File: src/rtl/odr_tick.sv
module odr_tick #(
  parameter int unsigned CLK_HZ       = 8000,
  parameter int unsigned RATE_STEP_HZ = 800
) (
  input  logic       clk,
  input  logic       rst_n,
  input  logic       active,
  input  logic       hybrid,
  input  logic [2:0] rate_code,
  output logic       strobe,
  output logic       slot
);

  localparam int unsigned UNIT    = CLK_HZ / RATE_STEP_HZ;
  localparam int unsigned MAX_CYC = UNIT * 512;
  localparam int unsigned CW      = $clog2(MAX_CYC + 1);

  function automatic int unsigned steps(input logic [2:0] c);
    case (c)
      3'd5:    steps = 64;
      3'd6:    steps = 128;
      3'd7:    steps = 512;
      default: steps = 32'd1 << c;
    endcase
  endfunction

  logic [CW-1:0] cnt, last;
  logic [2:0]    cur_code;
  logic          cur_hyb, phase;
  logic          expire, full;

  assign last   = CW'(UNIT * steps(cur_code) - 1);
  assign expire = (cnt == last);
  assign full   = expire && (!cur_hyb || phase);
  assign slot   = phase;

  always_ff @(posedge clk) begin
    if (!rst_n) begin
      cnt      <= '0;
      phase    <= 1'b0;
      cur_code <= 3'd0;
      cur_hyb  <= 1'b0;
      strobe   <= 1'b0;
    end else if (!active) begin
      cnt      <= '0;
      phase    <= 1'b0;
      cur_code <= rate_code;
      cur_hyb  <= hybrid;
      strobe   <= 1'b0;
    end else begin
      strobe <= full;
      if (expire) begin
        cnt <= '0;
        if (full) begin
          phase    <= 1'b0;
          cur_code <= rate_code;
          cur_hyb  <= hybrid;
        end else begin
          phase <= 1'b1;
        end
      end else begin
        cnt <= cnt + 1'b1;
      end
    end
  end

endmodule


File: config.mk
export PLATFORM = sky130hd
export DESIGN_NAME = odr_tick
export DESIGN_NICKNAME = d
export VERILOG_FILES = /design/src/rtl/odr_tick.sv
export SDC_FILE = /design/constraint.sdc
export NUM_CORES = 1
export LEC_CHECK = 0
export ABC_AREA = 1
export BUFFER_PORTS_ARGS = -buffer_cell sky130_fd_sc_hd__buf_2
export CAP_MARGIN = 20
export CORE_MARGIN = 2
export CORE_UTILIZATION = 30
export CTS_CLUSTER_SIZE = 28
export DETAILED_ROUTE_END_ITERATION = 8
export SLEW_MARGIN = 20
export SYNTH_ARGS = -nofsm -noshare
export SYNTH_HDL_FRONTEND = slang
export SYNTH_SLANG_ARGS = --single-unit
File: constraint.sdc
create_clock -name clk -period 4.4 [get_ports clk]
set_input_delay 0.88 -clock clk [delete_from_list [all_inputs] [get_ports clk]]
set_output_delay 0.88 -clock clk [all_outputs]
set_load 0.1 [all_outputs]
* Yosys cells after proc, flatten, opt, wreduce, memory -nomap -nowiden *
Index checks and enable logic that the tools add are counted.

storage, ports and cells
  register bits after elaboration = 19
  input bits = 7
  output and inout bits = 2

operators by class
  $mul = 1
  reduce and logical (&&, ||, !) cells = 6
  shift operators = 1
  bitwise operators = 2
  $add $sub $neg = 2
  eq/ne operators = 6
  mux-type cells = 8

operator list
  operator                                            number
  one-hot mux 32 bit (3 select lines)                 1
  multiplier 3 x 32 -> 12 bit, first input constant   1
  << shifter 1 x 3 -> 32 bit, first input constant    1
  adder 13 x 1 -> 13 bit, second input constant       1
  equality test 13 bit                                1
  subtractor 13 x 1 -> 13 bit, second input constant  1
  equality test 3 bit, second input constant          3
  2-to-1 mux 3 bit                                    3
  2-to-1 mux 1 bit                                    4
  != test 2 x 1 -> 1 bit, second input constant       2
  AND reduction 2 bit                                 2
  OR reduction 3 bit                                  1
  NOT 1 bit                                           2
  logical AND 1 bit                                   1
  logical NOT 1 bit                                   1
  logical OR 1 bit                                    1

* Logic depth before layout (Yosys ltp) *
Gate-level depths: netlist (run 1).

  depth in word-level cells = 9
  mapped depth = 27

* Worst setup path after synthesis (run 1) *
No wires, ideal clock.

  path type = reg-to-reg
  from = register cur_code[0]
  to = register cnt[11]
  arrival = 3447 ps
  buffers on the path = 1
  cell stages (with the launch flop) = 26
  period minus slack after synthesis = 3582 ps
  setup slack = 818 ps
  cell sequence = dfxtp_1 > inv_1 > nand2_1 > nor2_1 > inv_1 > ha_1 > inv_1 > nor2_1 > nand2_1 > inv_1 > ha_1 > ha_1 > fa_1 > nor2_2 > nand2_1 > nor2_4 > nand3_1 > nor2_2 > nand2_1 > nand3_1 > nand3_1 > nor2_4 > nand3_2 > nand3_4 > buf_8 > nor3_4

between the ends
  longest elaborated chain between the ends = 6
  elaborated cells on any way between the ends = 9
  those cells by class = add/sub (1); mul (1); eq/ne (4); shift (1); mux (1); reduce/logical (1)

RTL lines
  element                                                            RTL line  text
  start: declaration                                                 28        logic [2:0] cur_code;
  start signal: assignment                                           47        cur_code <= rate_code;
  start signal: assignment                                           56        cur_code <= rate_code;
  equality test 3 bit or << shifter 1 x 3 -> 32 bit (tied branches)  19, 23
  one-hot mux 32 bit (3 select lines) *                              19        case (c)
  multiplier 3 x 32 -> 12 bit *                                      32        assign last = CW'(UNIT * steps(cur_code) - 1);
  subtractor 13 x 1 -> 13 bit *                                      32
  equality test 13 bit *                                             33        assign expire = (cnt == last);
  OR reduction 3 bit (no source line) *                              n/a
  end signal: assignment                                             62        cnt <= cnt + 1'b1;
  end: declaration                                                   27        logic [CW-1:0] cnt, last;

Every way passes the cells marked *; elsewhere a longest branch is shown, timed or not.
A chain may end at the register's enable or synchronous reset.

* Final worst setup path (run 1) *
Same ends and word-level chain as after synthesis.

==> impl.org, run 1 <==
** Timing
- Worst Skew :: between 0.005 and 0.006 ns
- Maximum operating frequency :: between 0.2 and 0.25 GHz
- The number of hold violations in the final report was 0.
- Min Clock Period, post-route :: approximately 4.0 ns
- Setup repair after global routing left no endpoint under its margin.
- Count of endpoints failing setup in the final report :: 0
- Final setup TNS :: 0 ns
- Worst hold slack :: 0.477 ns
- The count of pins over their slew limit is 0.
- The worst path uses about nine tenths of the clock period.

** Critical path
- Endpoint type of the worst setup path :: flop
- Number of cells on the worst reg-to-reg path :: 25
- At the worst endpoint, the arrival time is a little over 4 ns.
- The setup check on the worst reg-to-reg path leaves a slack of ~0.4 ns.
- STA classifies the critical path startpoint as a flop.
- Capture point of the worst path :: cnt[11]
- The endpoint identified for the worst register-to-register timing path is cnt[11].
- The critical path is of the reg2reg type.
- Critical path fanouts, max :: 11
- For the worst setup path, the data required time is 4.53 ns.
- Worst reg2reg path startpoint :: cur_code[0]
- Launch point of the critical path :: cur_code[0]

** Clocking
- CTS tree :: done
- No sink is reached through more buffers than the 2 on the longest clock path.
- Clock Pin Slew Worst Setup and Hold Paths :: 0.08 ns
- TritonCTS created 3 clock buffers.
- CTS sink count :: 19
- In this run the clock root is driven by a clkbuf_8.
- CTS built an H-tree with a depth of 1.
- Skew-Pair Late Insertion Delay :: between 0.2 and 0.3 ns

** Placed design
- Once detailed placement completed, the half-perimeter wirelength came to around 3.5 mm.
- Post-placement cell area :: 2070 µm²
- At the end of routability-driven placement, the weighted congestion stood at between 0.8 and 0.9.
- Input and output buffers added on the ports amount to 8.

** Hold path
- Class of the worst hold path :: reg2reg

** Pwr
- Net switching is 35.3% of the power.
- Combinational power share :: 32.8%
- Share of power burned in registers :: around 40%
- In this run, the clock network consumes between 20 and 30% of the power.
- Standby leakage power :: between 0.9 and 1 nW
- Across the VDD grid, the largest voltage drop is 0.000140 V.
- The analysis attributes to net switching a power of between 0.00015 and 0.0002 W.
- Power Density :: 208 nW/µm²
- Int Power :: approximately 0.00029 W

** Floorplanning
- Die X :: roughly 84 µm
- Row generation in the floorplan step produced 29 rows.
- Initial core utilization :: between 30% and 40%
- The floorplan step defined a die boundary enclosing ~7000 µm².
- The floorplan step defined a core boundary enclosing roughly 6300 µm².
- In this run the vertical extent of the chip is about 84 µm.
- I/O pin count :: 9

** Yosys
- Most instantiated cells after synthesis :: nand2_1 (84), nand3_1 (40), inv_1 (35), nor2_1 (28), dfxtp_1 (19)
- A synthesized cell averages around 6.4 µm².
- Yosys mapped the design onto 34 distinct sky130hd cell types.
- Number of enable flip-flop cells after synthesis :: 0
- Count of synthesis-stage warnings from yosys :: 0
- Sequential element share of the synthesized area :: 19.6%
- Counting flops with an async set or reset pin after synthesis yields a share of 0%.
- dfxtp_1 takes more of the synthesized area than any other cell.
- The share of synthesized area in the top cell type comes to 19.6%.
- The mapped netlist covers about 1900 µm².
- Area contributors post-synth :: dfxtp_1 (20%), nand2_1 (16%), nand3_1 (10%), ha_1 (8.4%), inv_1 (6.8%)
- Synthesis inferred 19 register bits.
- Count leader, synth :: nand2_1
- Synthesis handed over a netlist of between 300 and 400 instances.
- Commonest register cell after synthesis :: dfxtp_1

** Cells and area
- The net count of the finished layout is between 300 and 400.
- Cells with a size suffix above 1 make up about 18% of the layout.
- Antenna diode count :: 0
- P&R area growth vs syn :: 12.0%
- After filler insertion, the fill cell instance count of the layout stands at approximately 700.
- Area of all placed cells without fillers :: between 2000 and 2500 µm²

** Drt
- Detailed Routing Iterations Pass 1 :: 4
- After detailed routing, the number of vias per cell comes to about 4.6.
- Wire length per cell after detailed routing :: 10.4 µm
- Number of nets still failing antenna checks after routing :: 0
- DRC Markers :: 0
- Total length of routed wires :: roughly 4.2 mm
- For this block, the initial DRC count from the detailed router was 76.
- Number of vias after detailed routing :: approximately 1.8k

** GRT
- The first global-routing pass estimated around 7.4 mm of wire.
- Vias in the first global route :: 1781
- Combined global-route utilization of all metal layers :: between 10% and 20%
- Entering global routing, the biggest net connects 14 pins.
- Global routing finished with a remaining overflow of 0.
- Initial antenna violation count :: 0

** Flow run
- Count of maximum capacitance violations :: 0

** Outcome
- The run finished with clean final reports.
-- layout make-up --
type	count	area [µm²]	area share [%]
multi-input combinational	245	1400	64.4
sequential	19	380	17.5
timing repair buffer	15	92.6	4.26
inverter	41	155	7.14
clock inverter	1	7.51	0.345
clock buffer	3	41.3	1.90
tap	77	96.3	4.43
-- registers in the layout, summed over array words and instances (netlist names) --
| signal | count |
|---|---|
| cur_code | 3 |
| slot | 1 |
| cnt | 13 |
| cur_hyb | 1 |
| strobe | 1 |
-- kinds of logic after synthesis --
group                      count (synthesis)  synth area share (%)
xor gates and xnor gates                   9                  4.06
adders and majority gates                 14                  9.41
other                                      1                 0.193
DFF                                       19                  19.6
and+or+nand+nor                          198                  51.7
AOI/OAI and AO/OA                         20                  6.06
buffers and inverters                     43                  8.96
-- per-stage QoR --
step / cells / util, % / setup slack, ns / total power [W]
CTS: 394 / 33.6 / 0.286 / 0.000454
detailed placement: 390 / 32.8 / 0.312 / 0.000326
global placement: 390 / 32.8 / 0.462 / 0.000323
global route: 401 / 34.4 / 0.0133 / 0.000489
floorplan: 307 / - / 0.818 / 0.000301
finish: 401 / 34.4 / 0.399 / 0.000452
-- repair_timing --
action,CTS,global route
gates resized for setup,0,1
hold buffers,0,0
endpoints found under the setup margin,0,12
setup buffers,0,7
-- how the worst min path moves through the flow --
| stage | start | endpoint | slack [ns] | cells past startpoint |
|---|---|---|---|---|
| 4_1_cts | cnt[12] | cnt[12] | 0.48 | 2 |
| 3_3_place_gp | cnt[12] | cnt[12] | 0.46 | 2 |
| 5_1_grt | cnt[12] | cnt[12] | 0.49 | 2 |
| 3_5_place_dp | cnt[12] | cnt[12] | 0.47 | 2 |
| 2_1_floorplan | cnt[12] | cnt[12] | 0.45 | 2 |
| 6_report | cnt[12] | cnt[12] | 0.48 | 2 |
-- cell usage in the layout (no fill, tap or decap), drive strengths merged, types with 2 or more instances in the layout --
master and count:
clkbuf 3, nand4 6, o21ai 6, conb 4, nor2 42, nand3 47, buf 15, dfxtp 19
nor3 6, xor2 7, ha 13, clkinv 3, nor3b 3, xnor2 2, inv 38, nand2 91
a21oi 13
-- routing by layer --
layer | vias to the layer above | global-route usage [%] | wire [µm]
li1 | 1009 | - | -
met1 | 812 | 15.4 | 2000
met2 | 23 | 22.7 | 2040
met3 | 2 | 1.87 | 104
met4 | 0 | 2.16 | 14
met5 | - | 0 | 0
-- power groups by stage --
stage                     Combinational (W)  Sequential, W  Clock (W)
after floorplan                    0.000118       0.000182          0
after global placement             0.000140       0.000183          0
after detailed placement           0.000143       0.000183          0
after CTS                          0.000144       0.000179   0.000132
after global routing               0.000171       0.000180   0.000138
final                              0.000148       0.000179   0.000125
-- critical path, stage by stage, from the launching register on --
cell and delay [ns]:
dfxtp_1 0.33, inv_1 0.13, nand2_1 0.13, nor2_2 0.18
inv_1 0.08, ha_1 0.21, inv_1 0.11, nor2_1 0.05
nand2_1 0.12, inv_1 0.06, ha_1 0.29, ha_1 0.23
fa_1 0.45, nor2_2 0.18, nand2_1 0.14, nor2_4 0.11
nand3_1 0.09, nor2_2 0.10, nand2_1 0.08, nand3_1 0.07
nand3_1 0.12, nor2_4 0.17, nand3_2 0.11, nand3_4 0.15
buf_4 0.15, nor3_4 0.03
Note: power is estimated with default switching activity, not from simulation.
==> run 2, diff against run 1 <==
ABC_AREA = not set   (was 1)
clock period = 3.8 ns   (was 4.4 ns; I/O delays follow)
==> run 2 against run 1 <==
  * The run now ends with negative setup slack left
  * Clock skew is 0.0029 ns lower
  * Worst hold slack improved by 0.013 ns
  * Clock power increased by 19%
  * Sequential cell count is the same
  * Highest routed layer unchanged
==> impl.org, run 2 <==
** Clocking
- Clock tree root buffer cell :: clkbuf_8
- The clock latency at the later pin of the worst-skew pair is 0.27 ns (about the same).
- The quantity of hold-fixing buffers added after cts was 0 (unchanged).
- The H-tree level count was 1 (unchanged).
- The CTS sink count came to 19 (unchanged).
- Inserted Clock Buffers :: 3 (unchanged)
- The maximum buffer depth of the clock tree was 2 (unchanged).
- The clock transition at the register clock pins on the worst setup and hold paths after CTS came to 0.07 ns (about the same).
- TritonCTS built the clock tree.

** GRT
- The via count of the first global-routing pass is 1923 (+8.0%).
- The aggregate global-route resource usage was 14.7% (+2.3 points).
- Total grt overflow :: 0 (unchanged)
- Global-route wire length before repair :: 8.87 mm (+20%)
- Initial antenna violation count :: 0 (unchanged)
- The maximum number of pins on one net before global-route repair is 16 (+2).

** Cells and area
- Layout cell share with drive strength beyond 1 :: 32.5% (+14 points)
- Top library cells by usage in the layout, fill and taps aside :: buf_4 (55), nor2_1 (19), dfxtp_1 (17), xnor2_1 (16), nand3_1 (16)
- Most flop-heavy register :: cnt
- Layout Cells excl Fill :: 406 (+1.2%)
- The number of flip-flops under the largest register name was 13 (unchanged).
- In the final layout, the registers with the most flip-flops are cnt: 13 flops, cur_code: 3 flops.
- Most common cell after layout, fill and taps aside :: buf_4
- From synthesis to final layout, the design area changed by 37.5%.
- The number of nets at the end of the flow came to 348 (+0.58%).
- Antenna diode count :: 0 (unchanged)
- Total of fill cells in the finished design :: 666 (-7.0%)
- Area of all placed cells without fillers :: 2810 µm² (+29%)

** Yosys
- The synthesized instance count came to 259 (-15%).
- Yosys attributes the largest share of cell area to dfxtp_1 (19%), ha_1 (7.9%), xnor2_1 (6.8%), nand3_1 (4.4%), and3_1 (4.3%).
- The async set-reset flop share out of synthesis came to 0% (unchanged).
- Average instance area after synthesis :: 7.90 µm² (+24%)
- The fraction of synthesized cell area taken by the top area cell type came to 18.6% (-1.0 points).
- The count of flip-flops with a built-in enable after synthesis was 0 (unchanged).
- The most common cell in the synthesized netlist is nor2_1.
- Sequential element share of the synthesized area :: 18.6% (-1.0 points)
- Distinct cell type count after synthesis :: 57 (+68%)
- Count of synthesis-stage warnings from yosys :: 0 (unchanged)
- Register bit count reported by yosys :: 19 (unchanged)
- The synthesized cell area came to 2050 µm² (+5.5%).
- Most area-hungry cell type in the Yosys netlist :: dfxtp_1
- In the synthesized netlist, the cells that appear most often are nor2_1 (21), dfxtp_1 (19), nand3_1 (18), nand2_1 (16), xnor2_1 (16).
- Commonest register cell after synthesis :: dfxtp_1

** Pwr
- The cell-internal power came to 0.000413 W (+41%).
- Combinational power share :: 41.8% (+9.0 points)
- The worst voltage drop across the vdd grid came to 0.000234 V (+67%).
- The switching share of total power came to 32.4% (-2.9 points).
- The leakage power came to 1.23 nW (+24%).
- Share of power burned in registers :: 33.8% (-5.8 points)
- The ratio of total power to cell area came to 217 nW/µm² (+4.5%).
- Psw :: 0.000198 W (+24%)
- Clock group share of total power :: 24.3% (-3.3 points)

** Floorplanning
- Die Y-Extent :: 86.6 µm (+2.6%)
- Die X :: 86.6 µm (+2.6%)
- The area of the die was 7500 µm² (+5.2%).
- The total I/O pin count was 9 (unchanged).
- Standard-cell rows :: 30 (+3.4%)
- The initial cell density of the core was 30.6% (-0.10 points).
- The area of the placeable core was 6680 µm² (+5.8%).

** Drt
- The detailed-route wire length per cell is 13.2 µm (+28%).
- The first-pass iteration count of the detailed router is 4 (unchanged).
- The sum of routed wire length over all layers was 5.37 mm (+29%).
- Number of vias after detailed routing :: 2100 (+14%)
- The number of violations reported at the end of detailed-routing iteration 0 is 60 (-21%).
- Routed via count divided by cell count :: 5.17 (+12%)
- Number of nets still failing antenna checks after routing :: 0 (unchanged)
- The remaining design rule violation count came to 0 (unchanged).

** Timing
- Count of endpoints failing setup in the final report :: 19 (+19)
- The post-route worst setup slack was -0.458 ns (-0.857 ns).
- Headroom to the max-slew limit came out at roughly two thirds.
- The clock skew came to 0.00296 ns (-0.00294 ns).
- The count of pins over their slew limit was 0 (unchanged).
- The final critical path time including I/O delays and setup is 4.26 ns (+0.257 ns).
- The number of hold violations in the final report was 0 (unchanged).
- Share of the clock period used by the worst path :: 112% (+21 points)
- At the pin with the least slew margin, the transition time is roughly 0.49 ns.
- Maximum operating frequency :: 0.235 GHz (-6.0%)
- RSZ-0062 raised after global routing :: yes

** Critical path
- The critical path buffer and inverter count came to 11 (+6).
- Worst reg2reg path startpoint :: cur_code[2]
- The delay of the slowest cell on the worst path is 0.46 ns (about the same).
- Traced cell by cell, the critical path runs through nand2_2 > or2_4 > ha_4 > nand4bb_1 > buf_4 > buf_4 > buf_4 > buf_4 > buf_4 > buf_4 > buf_4 > buf_4 > buf_4 > ha_2 > or4b_4 > or3_4 > a211o_1 > a21oi_2 > and4_4 > o211ai_4 > o311ai_4 > buf_6 > buf_12 > nor2_1.
- The maximum fanout along the worst path was 7 (-4).
- Among the stages of the critical path, the cell type that occurs most often is buf_4.
- STA classifies the critical path startpoint as a flop.
- The critical path is of the reg2reg type.
- The data arrival time of the worst path was 4.42 ns (+0.29 ns).
- The slowest stage of the critical path belongs to the cell or4b_4.
- Crit path required time :: 3.96 ns (-0.57 ns)
- Launch point of the critical path :: cur_code[2]
- Endpoint type of the worst setup path :: flop
- Grouping stages by cell kind, the critical path spends the most delay in simple AND/OR/NAND/NOR gates.
- Register-to-register setup slack :: -0.46 ns (-0.86 ns)

** Flow run
- The number of max-capacitance violations reported is 0 (unchanged).

** Hold path
- Worst min-delay path startpoint :: cnt[0]
- Class of the worst hold path :: reg2reg

** Placed design
- Final weighted congestion in routability-driven placement :: 0.838 (-4.7%)
- Cell total after placement :: 384 (-1.5%)
- The post-place instance area was 2520 µm² (+22%).
- The port buffer count is 8 (unchanged).
- The half-perimeter wire length after placement came to 4.08 mm (+16%).

** Outcome
- The run finished, with violations left.
- The final reports fail on negative setup slack.
==> run 2: cell types whose count changed in the layout (fill, tap and decap cells not counted), sizes merged, moves of 7 or more <==
| cell | before | now |
|---|---|---|
| nor2b | 0 | 7 |
| and3 | 0 | 14 |
| buf | 15 | 70 |
| inv | 38 | 14 |
| nor2 | 42 | 21 |
| nand2 | 91 | 16 |
| o211ai | 0 | 7 |
| nand3 | 47 | 18 |
| xnor2 | 2 | 16 |
==> run 2: cell type report <==
class / instances / area, µm² / area share, %
multi-input cells: 219 / 1670 / 59.5
repair buffers: 70 / 557 / 19.8
flip-flops and latches: 19 / 385 / 13.7
well taps: 80 / 100 / 3.56
inverters: 14 / 52.6 / 1.87
clock buffers: 4 / 45.0 / 1.60
==> run 2: power groups by stage <==
stage	combinational [W]	clock (W)	sequential [W]
global placement	0.000214	0	0.000212
detailed placement	0.000214	0	0.000212
CTS	0.000234	0.000153	0.000207
global route	0.000279	0.000160	0.000207
finish	0.000256	0.000149	0.000207
floorplan	0.000141	0	0.000212
==> run 2: worst paths after layout <==
| path | depth (start not counted) | to |
|---|---|---|
| setup / recovery | 24 | cnt[10] |
| hold / removal | 1 | cnt[0] |
| setup reg to reg | 24 | cnt[10] |
| hold reg to reg | 1 | cnt[0] |
==> run 2: cell families (layout without fill, tap and decap cells) <==
kind of cell	count (synthesis)	in the layout	synth area share (%)
simple gates	117	117	32.3
compound gates	57	57	22.3
xor+xnor	26	26	12.5
buf+inv	24	88	4.83
flops	19	19	18.6
fa+ha+maj	14	14	8.92
other cells	1	4	0.183
mux	1	1	0.489
==> run 2: what timing repair did <==
action	in CTS	in global routing
pin swaps	19	22
buffers inserted	11	7
endpoints found under the setup margin	19	19
hold endpoints to repair	0	0
cloned	1	0
gates resized for setup	14	12
==> run 2: per-stage QoR <==
step	hold slack, ns	setup TNS, ns	setup slack, ns	power, W	util, %
2_1_floorplan	0.441	-7.54	-0.487	0.000353	-
3_3_place_gp	0.467	-7.31	-0.500	0.000425	37.8
3_5_place_dp	0.476	-8.07	-0.524	0.000426	37.8
4_1_cts	0.493	-8.68	-0.498	0.000595	40.8
5_1_grt	0.525	-10.94	-0.625	0.000646	42.1
6_report	0.490	-7.87	-0.458	0.000611	42.1
==> run 2: metal layers <==
metal	vias up	wire length (µm)	GRT usage [%]
met2	30	2540	24.9
met5	-	0	0
met3	9	104	1.62
li1	1091	-	-
met1	970	2630	19.7
met4	0	94	4.26
